==> src/rtl/opv_pkg.sv <==
package opv_pkg;
  localparam int DISP_W  = 24;
  localparam int SCL_W   = 4;
  localparam int DLG_W   = 10;
  localparam int REG_W   = 4;
  localparam int SCL_MAX = (1 << SCL_W) - 1;

  typedef struct packed {
    logic              base_v;
    logic [REG_W-1:0]  base;
    logic [1:0]        n;      // index slots in use
    logic [REG_W-1:0]  idx0;
    logic [SCL_W-1:0]  scl0;
    logic [REG_W-1:0]  idx1;
    logic [SCL_W-1:0]  scl1;
    logic              last;   // slot named most recently
    logic [DISP_W-1:0] disp;
    logic              err;
  } vec_t;

  function automatic logic [SCL_W-1:0] scl_bump(logic [SCL_W-1:0] s);
    return (s == SCL_W'(SCL_MAX)) ? s : s + 1'b1;
  endfunction

  function automatic vec_t vec_start(logic [REG_W-1:0] hi, logic [3:0] lo);
    vec_t v;
    v        = '0;
    v.base_v = 1'b1;
    v.base   = hi;
    v.disp   = DISP_W'(lo);
    return v;
  endfunction

  // Folds one address byte (after the base) into the vector.
  function automatic vec_t vec_term(vec_t v, logic [REG_W-1:0] hi, logic [3:0] lo,
                                    int unsigned disp_max);
    vec_t nv;
    logic [DISP_W+3:0] nd;
    nv = v;
    nd = (DISP_W+4)'(v.disp) * (DISP_W+4)'(10) + (DISP_W+4)'(lo);
    if (nd > (DISP_W+4)'(disp_max)) nv.err = 1'b1;
    else                            nv.disp = nd[DISP_W-1:0];
    if (hi == v.base) begin
      if (v.n == 2'd0)     nv.err  = 1'b1;
      else if (v.last)     nv.scl1 = scl_bump(v.scl1);
      else                 nv.scl0 = scl_bump(v.scl0);
    end else if (v.n != 2'd0 && hi == v.idx0) begin
      nv.scl0 = scl_bump(v.scl0);
      nv.last = 1'b0;
    end else if (v.n == 2'd2 && hi == v.idx1) begin
      nv.scl1 = scl_bump(v.scl1);
      nv.last = 1'b1;
    end else if (v.n == 2'd0) begin
      nv.idx0 = hi; nv.scl0 = SCL_W'(1); nv.n = 2'd1; nv.last = 1'b0;
    end else if (v.n == 2'd1) begin
      nv.idx1 = hi; nv.scl1 = SCL_W'(1); nv.n = 2'd2; nv.last = 1'b1;
    end else begin
      nv.err = 1'b1;
    end
    return nv;
  endfunction
endpackage

==> src/rtl/opv_class.sv <==
module opv_class
  import opv_pkg::*;
(
  input  logic [7:0]       byte_i,
  output logic             pre_o,
  output logic [REG_W-1:0] hi_o,
  output logic [3:0]       lo_o
);
  assign hi_o  = byte_i[7:4];
  assign lo_o  = byte_i[3:0];
  assign pre_o = (byte_i[7:4] >= 4'd1) && (byte_i[7:4] <= 4'd9) && (byte_i[3:0] <= 4'd9);
endmodule

==> src/rtl/opv_dlg_acc.sv <==
module opv_dlg_acc #(
  parameter int W   = 10,
  parameter int MAX = 999
) (
  input  logic         clk,
  input  logic         rst_n,
  input  logic         clr,
  input  logic         push,
  input  logic [3:0]   digit,
  output logic [W-1:0] idx_o,
  output logic         v_o,
  output logic         err_o
);
  logic [W+3:0] nx;
  assign nx = (W+4)'(idx_o) * (W+4)'(10) + (W+4)'(digit);

  always_ff @(posedge clk) begin
    if (!rst_n || clr) begin
      idx_o <= '0;
      v_o   <= 1'b0;
      err_o <= 1'b0;
    end else if (push) begin
      v_o <= 1'b1;
      if (nx > (W+4)'(MAX)) err_o <= 1'b1;
      else                  idx_o <= nx[W-1:0];
    end
  end

  AST_DLG_RANGE: assert property (@(posedge clk) disable iff (!rst_n)
    idx_o <= W'(MAX));
endmodule

==> src/rtl/opv_parser.sv <==
module opv_parser
  import opv_pkg::*;
#(
  parameter int DISP_MAX = 999999,
  parameter int DLG_MAX  = 999
) (
  input  logic              clk,
  input  logic              rst_n,
  input  logic              in_valid,
  input  logic [7:0]        in_byte,
  output logic              done_o,
  output logic [7:0]        op_o,
  output logic              base_v_o,
  output logic [REG_W-1:0]  base_o,
  output logic              idx0_v_o,
  output logic [REG_W-1:0]  idx0_o,
  output logic [SCL_W-1:0]  scl0_o,
  output logic              idx1_v_o,
  output logic [REG_W-1:0]  idx1_o,
  output logic [SCL_W-1:0]  scl1_o,
  output logic [DISP_W-1:0] disp_o,
  output logic              dlg_v_o,
  output logic [DLG_W-1:0]  dlg_o,
  output logic              dbl_o,
  output logic              err_o
);
  localparam int NCLS = 2; // 0: incoming byte, 1: held lead byte

  vec_t             vec_q, vec_a, vec_b;
  logic             held_v;
  logic [7:0]       held_b;
  logic [7:0]       cls_b   [NCLS];
  logic             cls_pre [NCLS];
  logic [REG_W-1:0] cls_hi  [NCLS];
  logic [3:0]       cls_lo  [NCLS];

  assign cls_b[0] = in_byte;
  assign cls_b[1] = held_b;

  for (genvar g = 0; g < NCLS; g++) begin : g_cls
    opv_class u_cls (
      .byte_i (cls_b[g]),
      .pre_o  (cls_pre[g]),
      .hi_o   (cls_hi[g]),
      .lo_o   (cls_lo[g])
    );
  end

  // Named events
  logic lead, same_b, ev_term, ev_dlg_push, ev_commit, ev_apply, ev_hold;
  assign lead        = !vec_q.base_v;
  assign same_b      = (in_byte == held_b);
  assign ev_term     = in_valid && !cls_pre[0];
  assign ev_dlg_push = in_valid && cls_pre[0] && lead && held_v && same_b;
  assign ev_commit   = in_valid && lead && held_v && cls_pre[1] && !(cls_pre[0] && same_b);
  assign ev_apply    = in_valid && cls_pre[0] && (!lead || ev_commit);
  assign ev_hold     = in_valid && cls_pre[0] && lead && !held_v;

  always_comb begin
    vec_a = ev_commit ? vec_start(cls_hi[1], cls_lo[1]) : vec_q;
    vec_b = ev_apply  ? vec_term(vec_a, cls_hi[0], cls_lo[0], DISP_MAX) : vec_a;
  end

  logic [DLG_W-1:0] dlg_idx;
  logic             dlg_v, dlg_err;

  opv_dlg_acc #(.W(DLG_W), .MAX(DLG_MAX)) u_dlg (
    .clk   (clk),
    .rst_n (rst_n),
    .clr   (ev_term),
    .push  (ev_dlg_push),
    .digit (cls_hi[1]),
    .idx_o (dlg_idx),
    .v_o   (dlg_v),
    .err_o (dlg_err)
  );

  always_ff @(posedge clk) begin
    if (!rst_n) begin
      vec_q  <= '0;
      held_v <= 1'b0;
      held_b <= '0;
    end else begin
      vec_q <= ev_term ? '0 : vec_b;
      if (ev_term || ev_dlg_push || ev_commit) held_v <= 1'b0;
      else if (ev_hold) begin
        held_v <= 1'b1;
        held_b <= in_byte;
      end
    end
  end

  always_ff @(posedge clk) begin
    if (!rst_n) begin
      done_o <= 1'b0; op_o <= '0;
      base_v_o <= 1'b0; base_o <= '0;
      idx0_v_o <= 1'b0; idx0_o <= '0; scl0_o <= '0;
      idx1_v_o <= 1'b0; idx1_o <= '0; scl1_o <= '0;
      disp_o <= '0; dlg_v_o <= 1'b0; dlg_o <= '0;
      dbl_o <= 1'b0; err_o <= 1'b0;
    end else begin
      done_o <= ev_term;
      if (ev_term) begin
        op_o     <= in_byte;
        base_v_o <= vec_b.base_v;
        base_o   <= vec_b.base;
        idx0_v_o <= (vec_b.n != 2'd0);
        idx0_o   <= vec_b.idx0;
        scl0_o   <= vec_b.scl0;
        idx1_v_o <= (vec_b.n == 2'd2);
        idx1_o   <= vec_b.idx1;
        scl1_o   <= vec_b.scl1;
        disp_o   <= vec_b.disp;
        dlg_v_o  <= dlg_v;
        dlg_o    <= dlg_idx;
        dbl_o    <= dlg_v && vec_b.base_v;
        err_o    <= vec_b.err || dlg_err;
      end
    end
  end

  AST_TERM_PULSE: assert property (@(posedge clk) disable iff (!rst_n)
    (in_valid && !cls_pre[0]) |=> done_o);
  AST_DISP_RANGE: assert property (@(posedge clk) disable iff (!rst_n)
    done_o |-> (disp_o <= DISP_W'(DISP_MAX)));
  AST_IDX_DISTINCT: assert property (@(posedge clk) disable iff (!rst_n)
    (done_o && idx1_v_o) |-> (idx0_v_o && idx1_o != idx0_o && idx0_o != base_o));
  AST_SCALE_NONZERO: assert property (@(posedge clk) disable iff (!rst_n)
    (done_o && idx0_v_o) |-> (scl0_o != '0));
  AST_DBL_NEEDS_DLG: assert property (@(posedge clk) disable iff (!rst_n)
    dbl_o |-> (dlg_v_o && base_v_o));
  AST_OUT_HOLD: assert property (@(posedge clk) disable iff (!rst_n)
    !done_o |-> ($stable(disp_o) && $stable(base_o) && $stable(dlg_o) && $stable(op_o)));
endmodule

==> config.mk <==
export PLATFORM = sky130hd
export DESIGN_NAME = opv_parser
export DESIGN_NICKNAME = d
export VERILOG_FILES = /design/src/rtl/opv_pkg.sv /design/src/rtl/opv_class.sv /design/src/rtl/opv_dlg_acc.sv /design/src/rtl/opv_parser.sv
export SDC_FILE = /design/constraint.sdc
export NUM_CORES = 1
export LEC_CHECK = 0
export ABC_AREA = 1
export BUFFER_PORTS_ARGS = -buffer_cell sky130_fd_sc_hd__buf_2
export CORE_MARGIN = 3
export CORE_UTILIZATION = 28
export DETAILED_ROUTE_END_ITERATION = 10
export PLACE_DENSITY = 0.52
export SYNTH_ARGS = -nofsm -noshare
export SYNTH_HDL_FRONTEND = slang
export SYNTH_SLANG_ARGS = --single-unit
==> constraint.sdc <==
create_clock -name clk -period 9.9 [get_ports clk]
set_input_delay 0.99 -clock clk [delete_from_list [all_inputs] [get_ports clk]]
set_output_delay 0.99 -clock clk [all_outputs]
set_load 0.01 [all_outputs]
==> impl_results.md <==
- Worst-margin pin slew: 1220 ps
- Hold Path Stages: 2
- Mapped cell area: 9380 um^2
- Metal2 WL: 13.5 mm
- M1 WL: 13.5 mm
- Hold crit path type: register to register
- Cell Pwr Density: 121 nW/um^2
- Most used DFF post-synth: dfxtp_1
- FF-to-FF End: vec_q[17]
- Post-Synth XOR/XNOR Area: 0.0307
- Worst Hold End: dlg_v_o
- Synth Register Bits: 139
- Ys Warns: 0
- Maximum vdd drop: 103 uV
- Footprint of the multi-input gates: 5690 um^2
- Clock power share: 0.509
- Power share of the combinational group: 0.054
- Vias: 9419
- Final Cycle Share: 0.636
- Detailed placement HPWL: 22.1 mm
- Static leakage: 5.31 nW
- Tmin final: 6300 ps
- CP max stage cell: inv_2
- Int Pwr: 0.994 mW
- Antenna Cells: 0
- Max Fclk: 159 MHz
- Crit Path Category: input port to register
- Maximum buffer depth of the clock tree: 2
- RePlAce Congestion: 0.919
- Post-route ant nets: 0
- Clk_lat worst skew: 430 ps
- Iteration-0 DRC Markers: 550
- Final cell count without fillers: 2013
- Root Driver: clkbuf_16
- WL met3: 1.12 mm
- Syn Nets: 1573
- DR vias/cell: 4.68
- Synthesis-to-finish area growth: 15.3%
- DRC: 0
- Final Power: 1.31 mW
- Sw Share: 0.240
- Post-synthesis mux area share: 0
- Core ar.: 32800 um^2
- Maximum number of pins on one net before global-route repair: 68
- Min-delay src: dlg_v_o
- Highest Signal Layer: met4
- Post-synth ARST share: 0
- Register area share after synthesis: 0.297
- Post-Synth Simple-Gate Area: 0.362
- Die area: 35700 um^2
- Final Util: 0.330
- FF-to-FF path depth: 34
- Post-CTS sizing: 0
- Crit path DAT: 6580 ps
- Synth top area cells: dfxtp_1 (30%), nand2_1 (18%), ha_1 (8.8%), inv_1 (7.6%), nor2_1 (6.7%)
- Max Transition Viols Final: 0
- Avg Inst Size Synth: 6.29 um^2
- Commonest non-fill, non-tap cell in the layout: nand2_1
- Gr usage total: 0.160
- Final wirelength: 28.5 mm
- Post-synth EDFFs: 0
- CTS Sinks: 139
- Leading cell types in the layout, fill and taps excluded: nand2_1 (461), inv_1 (190), nor2_1 (166)
- Synth Area in Adders: 0.0966
- Die H: 189 um
- Fillers: 3643
- Number of global-route vias before repair: 8807
- Initial antenna violation count: 0
- Switch Pwr: 0.313 mW
- FF-to-FF setup slack: 3880 ps
- Placed cells: 1981
- Starting Density: 0.286
- FF-to-FF Start: held_b[6]
- Post-route setup TNS: 0 ps
- Worst-path fanout max: 40
- First-pass GRT wire length: 46.1 mm
- Max-slew headroom: 0.177
- Placement Rows: 66
- Clk_skew: 6.80 ps
- Post-synth top area share: 0.297
- Die width: 189 um
- Clock transition at the registers of the reported paths: 60 ps
- Slowest stage delay, CP: 510 ps
- Status: completed
- Post-CTS Setup Repair Bufs: 0
- WL/cell: 14.1 um
- Synthesized instance count: 1492
- Synth Area in Compound Gates: 0.116
- Final hold viol count: 0
- CTS tree: done
- CP endpoint kind: register
- Most frequent CP cell: nand2_1
- Detailed-router iteration count before antenna repair: 5
- Max Cap Viol: 0
- CTS Buf Count: 17
- Seq pwr share: 0.437
- Layout cell share with drive strength beyond 1: 0.107
- Largest family of logic cells by synthesized area: simple AND/OR/NAND/NOR gates
- Netlist cell types: 42
- Critical path required time: 10180 ps
- I/O Buffers: 79
- Final setup fails: 0
- GRT overflow: 0
- Synth area leader: dfxtp_1
- Fin nets: 1639
- CP startpoint kind: input port
- Placement Setup Slack: 3230 ps
- Register area: 2780 um^2
- RSZ-0062 raised after global routing: no
- Max H-tree Level: 4
- Hold-fix buffers at CTS: 0
- I/O pin count: 80
- Setup ws final: 3600 ps
[synth_stat cells (9+ instances only)]
cell and number:
a21oi_1 78, clkbuf_1 26, dfxtp_1 139, ha_1 66
inv_1 190, nand2_1 461, nand2_2 16, nand3_1 99
nand4_1 19, nor2_1 167, nor2_2 12, nor3_1 9
o21ai_0 99, o21ai_1 18, xor2_1 24
[cell type report]
class,instances,area share
clock buffer,23,0.0470
tap,442,0.0511
inverter,197,0.0683
sequential,139,0.257
timing repair buffer,84,0.0400
multi-input combinational,1119,0.526
clock inverter,9,0.0102
[through the flow]
stage	hold slack (ps)	area [um^2]
after floorplan	436	9380
after CTS	447	10800
after global routing	459	10800
final	446	10800
after global placement	428	10200
after detailed placement	430	10200
[routing by layer]
layer,global-route usage,up-vias
met5,0,-
met4,0.0430,0
met3,0.0226,25
met2,0.278,200
met1,0.207,4316
li1,-,4878
[flip-flops by register name, summed over array words and instances (netlist names), 8 cells and up]
name,flops
u_dlg.idx_o,10
disp_o,24
op_o,8
held_b,8
vec_q,49
dlg_o,10
[power groups by stage]
stage / clock [mW] / combinational, mW / sequential [mW]
after floorplan: 0 / 0.0447 / 0.583
after global placement: 0 / 0.0707 / 0.584
after detailed placement: 0 / 0.0709 / 0.584
after CTS: 0.680 / 0.0713 / 0.572
after global routing: 0.704 / 0.0790 / 0.572
final: 0.666 / 0.0703 / 0.572
[worst max-delay path: cells and delay by family]
family / cells / cell delay, ps
AO/OA/AOI/OAI: 2 / 410
XOR/XNOR: 1 / 160
adder cells (fa/ha/maj): 3 / 1040
buffers and inverters: 5 / 1250
AND/OR/NAND/NOR: 24 / 2690
[logic make-up (layout without fill, tap and decap cells)]
logic type      count (synthesis)  count (layout)
buf+inv                       234             313
compound gates                210             210
simple gates                  807             807
flops                         139             139
fa+ha+maj                      70              70
xor+xnor                       32              32
[how the worst max path moves through the flow]
stage | from | to | depth (start not counted)
2_1_floorplan | in_byte[7] | vec_q[15] | 32
3_3_place_gp | in_byte[5] | vec_q[14] | 35
3_5_place_dp | in_byte[5] | vec_q[17] | 35
4_1_cts | in_byte[5] | vec_q[17] | 35
5_1_grt | in_valid | vec_q[15] | 34
6_report | in_byte[5] | vec_q[17] | 35
Note: power is estimated with default switching activity, not from simulation.
